**src/rtl/adq_pkg.sv**
```systemverilog
package adq_pkg;

    typedef enum logic [1:0] {
        ST_EMPTY  = 2'd0,
        ST_QUEUED = 2'd1,
        ST_DEMAND = 2'd2
    } adq_state_t;

endpackage

```
**src/rtl/adq_arrival_edge.sv**
```systemverilog
module adq_arrival_edge #(
    parameter int SYNC_STAGES = 2
) (
    input  logic clk,
    input  logic rst_n,
    input  logic raw_in,
    output logic rise_pulse
);
    logic [SYNC_STAGES-1:0] sync_q;
    logic                   prev_q;

    generate
        if (SYNC_STAGES == 1) begin : g_one
            always_ff @(posedge clk) begin
                if (!rst_n) sync_q <= '0;
                else        sync_q <= raw_in;
            end
        end else begin : g_many
            always_ff @(posedge clk) begin
                if (!rst_n) sync_q <= '0;
                else        sync_q <= {sync_q[SYNC_STAGES-2:0], raw_in};
            end
        end
    endgenerate

    always_ff @(posedge clk) begin
        if (!rst_n) prev_q <= 1'b0;
        else        prev_q <= sync_q[SYNC_STAGES-1];
    end

    assign rise_pulse = sync_q[SYNC_STAGES-1] & ~prev_q;
endmodule

```
**src/rtl/adq_vehicle_counter.sv**
```systemverilog
module adq_vehicle_counter #(
    parameter int CNT_W = 4
) (
    input  logic             clk,
    input  logic             rst_n,
    input  logic             clr,
    input  logic             inc,
    output logic [CNT_W-1:0] cnt
);
    localparam logic [CNT_W-1:0] CNT_MAX = {CNT_W{1'b1}};

    always_ff @(posedge clk) begin
        if (!rst_n)                      cnt <= '0;
        else if (clr)                    cnt <= '0;
        else if (inc && cnt != CNT_MAX)  cnt <= cnt + 1'b1;
    end
endmodule

```
**src/rtl/adq_wait_timer.sv**
```systemverilog
module adq_wait_timer #(
    parameter int WAIT_SEC = 10
) (
    input  logic clk,
    input  logic rst_n,
    input  logic restart,
    input  logic run,
    input  logic tick,
    output logic elapsed
);
    localparam int TW = $clog2(WAIT_SEC + 1);
    localparam logic [TW-1:0] LIMIT = TW'(WAIT_SEC);

    logic [TW-1:0] secs_q;

    always_ff @(posedge clk) begin
        if (!rst_n)                              secs_q <= '0;
        else if (restart)                        secs_q <= '0;
        else if (run && tick && secs_q != LIMIT) secs_q <= secs_q + 1'b1;
    end

    assign elapsed = (secs_q == LIMIT);
endmodule

```
**src/rtl/approach_demand_qual.sv**
```systemverilog
module approach_demand_qual
    import adq_pkg::*;
#(
    parameter int CNT_W       = 4,
    parameter int LED_W       = 3,
    parameter int WAIT_SEC    = 10,
    parameter int SYNC_STAGES = 2
) (
    input  logic             clk,
    input  logic             rst_n,
    input  logic             sec_tick,
    input  logic             arrive_raw,
    input  logic             green_clr,
    input  logic [CNT_W-1:0] veh_threshold,
    output logic [LED_W-1:0] count_led,
    output logic             demand
);
    adq_state_t       state_q, state_d;
    logic             arr_pulse;
    logic [CNT_W-1:0] veh_cnt;
    logic             wait_done;
    logic             enough_veh;

    adq_arrival_edge #(.SYNC_STAGES(SYNC_STAGES)) u_edge (
        .clk        (clk),
        .rst_n      (rst_n),
        .raw_in     (arrive_raw),
        .rise_pulse (arr_pulse)
    );

    adq_vehicle_counter #(.CNT_W(CNT_W)) u_cnt (
        .clk   (clk),
        .rst_n (rst_n),
        .clr   (green_clr),
        .inc   (arr_pulse),
        .cnt   (veh_cnt)
    );

    adq_wait_timer #(.WAIT_SEC(WAIT_SEC)) u_tmr (
        .clk     (clk),
        .rst_n   (rst_n),
        .restart (state_q == ST_EMPTY),
        .run     (state_q == ST_QUEUED),
        .tick    (sec_tick),
        .elapsed (wait_done)
    );

    assign enough_veh = (veh_cnt >= veh_threshold);

    always_comb begin
        state_d = state_q;
        unique case (state_q)
            ST_EMPTY: begin
                if (!green_clr && arr_pulse) state_d = ST_QUEUED;
            end
            ST_QUEUED: begin
                if (green_clr)                     state_d = ST_EMPTY;
                else if (wait_done && enough_veh)  state_d = ST_DEMAND;
            end
            ST_DEMAND: begin
                if (green_clr) state_d = ST_EMPTY;
            end
            default: state_d = ST_EMPTY;
        endcase
    end

    always_ff @(posedge clk) begin
        if (!rst_n) state_q <= ST_EMPTY;
        else        state_q <= state_d;
    end

    always_ff @(posedge clk) begin
        if (!rst_n) demand <= 1'b0;
        else        demand <= (state_d == ST_DEMAND);
    end

    assign count_led = veh_cnt[LED_W-1:0];
endmodule

```
**config.mk**
```make
export PLATFORM = sky130hd
export DESIGN_NAME = approach_demand_qual
export DESIGN_NICKNAME = d
export VERILOG_FILES = /design/src/rtl/adq_pkg.sv /design/src/rtl/adq_arrival_edge.sv /design/src/rtl/adq_vehicle_counter.sv /design/src/rtl/adq_wait_timer.sv /design/src/rtl/approach_demand_qual.sv
export SDC_FILE = /design/constraint.sdc
export NUM_CORES = 1
export LEC_CHECK = 0
export BUFFER_PORTS_ARGS = -buffer_cell sky130_fd_sc_hd__buf_4
export CAP_MARGIN = 25
export CORE_MARGIN = 1.5
export CORE_UTILIZATION = 51
export DETAILED_ROUTE_END_ITERATION = 7
export PLACE_DENSITY = 0.77
export SLEW_MARGIN = 20
export SYNTH_ARGS = -nofsm -noshare
export SYNTH_HDL_FRONTEND = slang
export SYNTH_SLANG_ARGS = --single-unit
```
**constraint.sdc**
```tcl
create_clock -name clk -period 1.6 [get_ports clk]
set_input_delay 0.16 -clock clk [delete_from_list [all_inputs] [get_ports clk]]
set_output_delay 0.16 -clock clk [all_outputs]
set_load 0.1 [all_outputs]
```
==> impl_metrics.ini <==
[sta]
tns_ns = 0
post-route-period-util = 0.919
period_needed_ns = 1.47
worstMarginPinSlew_ns = 0.567
clock.fmax_mhz = 680
hold_viol = 0
rsz0062_at_grt = no
setup_viol = 0
finalMaxSlewViolations = 0
slew_headroom = 0.618
finalClockSkew_ns = 0.00458

[logic_synthesis]
synth.avg_cell_area_um2 = 9.08
syn_nets = 93
synthCells = 77
ys_ff_latch = 14
syn_area_um2 = 699
synth_warnings = 0
synth_cell_types = 25
ys_seq_area_frac = 0.401

[power]
power_leakage_nw = 0.381
finalPower_uw = 655
power.density_nw_per_um2 = 797
vdd.ir_drop.worst_mv = 0.523

[global_routing]
grtUsageMet3 = 0.0833
gr-total-overflow = 0
use_met1 = 0.220
use_met2 = 0.230
busiest_layer = met2
grt_pass1_vias = 421
antenna_found_initial = 0
grt_start_max_net_pins = 9
track_usage = 0.165
grt_pass1_wl_um = 1680

[finish]
fin_area_um2 = 822
fill_cells = 115
layout-drive-gt1-share = 0.222
num_antenna_cells = 0
multi_input_area_um2 = 378
seqCellArea_um2 = 280
synthToLayoutAreaGrowth_pct = 17.5
nets = 107

[detailed_routing]
routed-via-count = 525
drtIter0Drc = 5
drt_wl_total_um = 1100
ant_nets = 0
via_per_inst = 5.00
avgRoutedWirePerCell_um = 10.5
first_pass_iters = 4
drc_errors = 0

[hold_path]
hp-class = in2reg

[die]
die_w_um = 40.0
die_y_um = 40.0
dieArea_um2 = 1600
start_util = 0.544
core_area_um2 = 1280
io-pin-count = 13
fp-row-count = 13

[clocking]
cts_setup_buffers = 0
path_clk_slew_ns = 0.09
cts_buffer_depth = 2
cts_max_level = 1
clock_sinks = 14
worstSkewPairLatency_ns = 0.28
cts_buffers = 3
cts_hold_buf = 0
cts_tree = yes
cts_resized = 0
cts_root_buf = clkbuf_4

[placement]
gp_congestion = 0.708
dpl.hpwl_um = 850
port_buffers = 12
placed_area_um2 = 786

[outcome]
status = finished, final reports clean

[job]
max_cap_viol_count = 0

[worst_setup_path]
path_max_fanout = 4
start_kind = flip-flop
endpoint_kind = flip-flop
required_ns = 1.76
arrival_ns = 1.63
critical_path_class = reg2reg
[critical path: stages (launching register included)]
cell,delay (ns)
dfxtp_1,0.39
inv_1,0.06
ha_1,0.20
and3b_1,0.22
and3b_2,0.29
xnor2_1,0.12
nor2_1,0.05
[flip-flops by register name (all words and copies together), names as in the netlist]
register	flops
state_q	2
u_cnt.cnt	4
u_tmr.secs_q	4
u_edge.sync_q	2
u_edge.prev_q	1
demand	1
[cell usage after synthesis, drive strengths merged]
master  instances  share of area
xnor2           2          0.025
ha              7           0.13
nor2b           3          0.027
buf             3          0.032
a21o            1          0.011
o21ai           3          0.021
inv             5          0.027
a31oi           2          0.018
a211oi          1          0.018
dfxtp          14           0.40
nand2b          1         0.0090
xor2            3          0.038
and3            2          0.020
mux2i           1          0.014
nand2           3          0.016
nand3           6          0.043
nand4           1         0.0090
and2            3          0.027
and3b           2          0.027
and2b           1          0.011
nor2            8          0.047
a21oi           5          0.036
[final cells by class]
type                       count  share of cell area
tap                           15              0.0228
clock buffer                   4              0.0441
multi-input combinational     55               0.460
inverter                       5              0.0228
sequential                    14               0.341
timing repair buffer          12               0.110
[kinds of logic (layout without fill, tap and decap cells)]
logic type / count (synthesis) / count (layout) / share of synthesized area
buffers and inverters: 8 / 21 / 0.0590
DFF: 14 / 14 / 0.401
muxes: 1 / 1 / 0.0143
xor gates and xnor gates: 5 / 5 / 0.0626
adders and majority gates: 7 / 7 / 0.125
AOI/OAI and AO/OA: 12 / 12 / 0.104
and+or+nand+nor: 30 / 30 / 0.234
[layout by cell type, fill, tap and decap left out]
cell / n
a211oi_2: 1
a21o_1: 1
a21oi_1: 5
a31oi_1: 2
and2_1: 3
and2b_1: 1
and3_1: 1
and3_2: 1
and3b_1: 1
and3b_2: 1
buf_4: 12
clkbuf_4: 3
clkbuf_8: 1
dfxtp_1: 14
ha_1: 7
inv_1: 5
mux2i_1: 1
nand2_1: 3
nand2b_1: 1
nand3_1: 6
nand4_1: 1
nor2_1: 7
nor2_2: 1
nor2b_1: 3
o21ai_0: 3
xnor2_1: 2
xor2_1: 3
[worst paths after layout]
| check | start | to | slack [ns] | cells after the start |
|---|---|---|---|---|
| max | u_tmr.secs_q[0] | u_tmr.secs_q[0] | 0.13 | 6 |
| min | arrive_raw | u_edge.sync_q[0] | 0.09 | 2 |
| max reg2reg | u_tmr.secs_q[0] | u_tmr.secs_q[0] | 0.13 | 6 |
| min reg2reg | u_edge.sync_q[0] | u_edge.sync_q[1] | 0.46 | 1 |
[metrics by stage]
step	worst slack [ns]	hold WS [ns]	util	cells
detailed placement	0.139	0.377	0.611	101
finish	0.130	0.0868	0.640	105
global placement	0.195	0.371	0.611	101
global route	0.0237	0.0829	0.640	105
CTS	0.119	0.0836	0.640	105
floorplan	0.243	0.282	-	77
[layer usage]
layer	vias to the layer above	wire, um
li1	288	-
met3	2	61
met5	-	0
met1	224	578
met2	11	453
met4	0	8
[report_power, final]
group          internal (mW)  leakage [nW]  total, mW  switching (mW)
clock                  0.139        0.0210      0.255           0.116
sequential             0.352         0.113      0.354         0.00191
combinational         0.0235         0.247     0.0459          0.0225
total                  0.514         0.381      0.655           0.141
No activity file was read; power rests on OpenSTA's default activity.
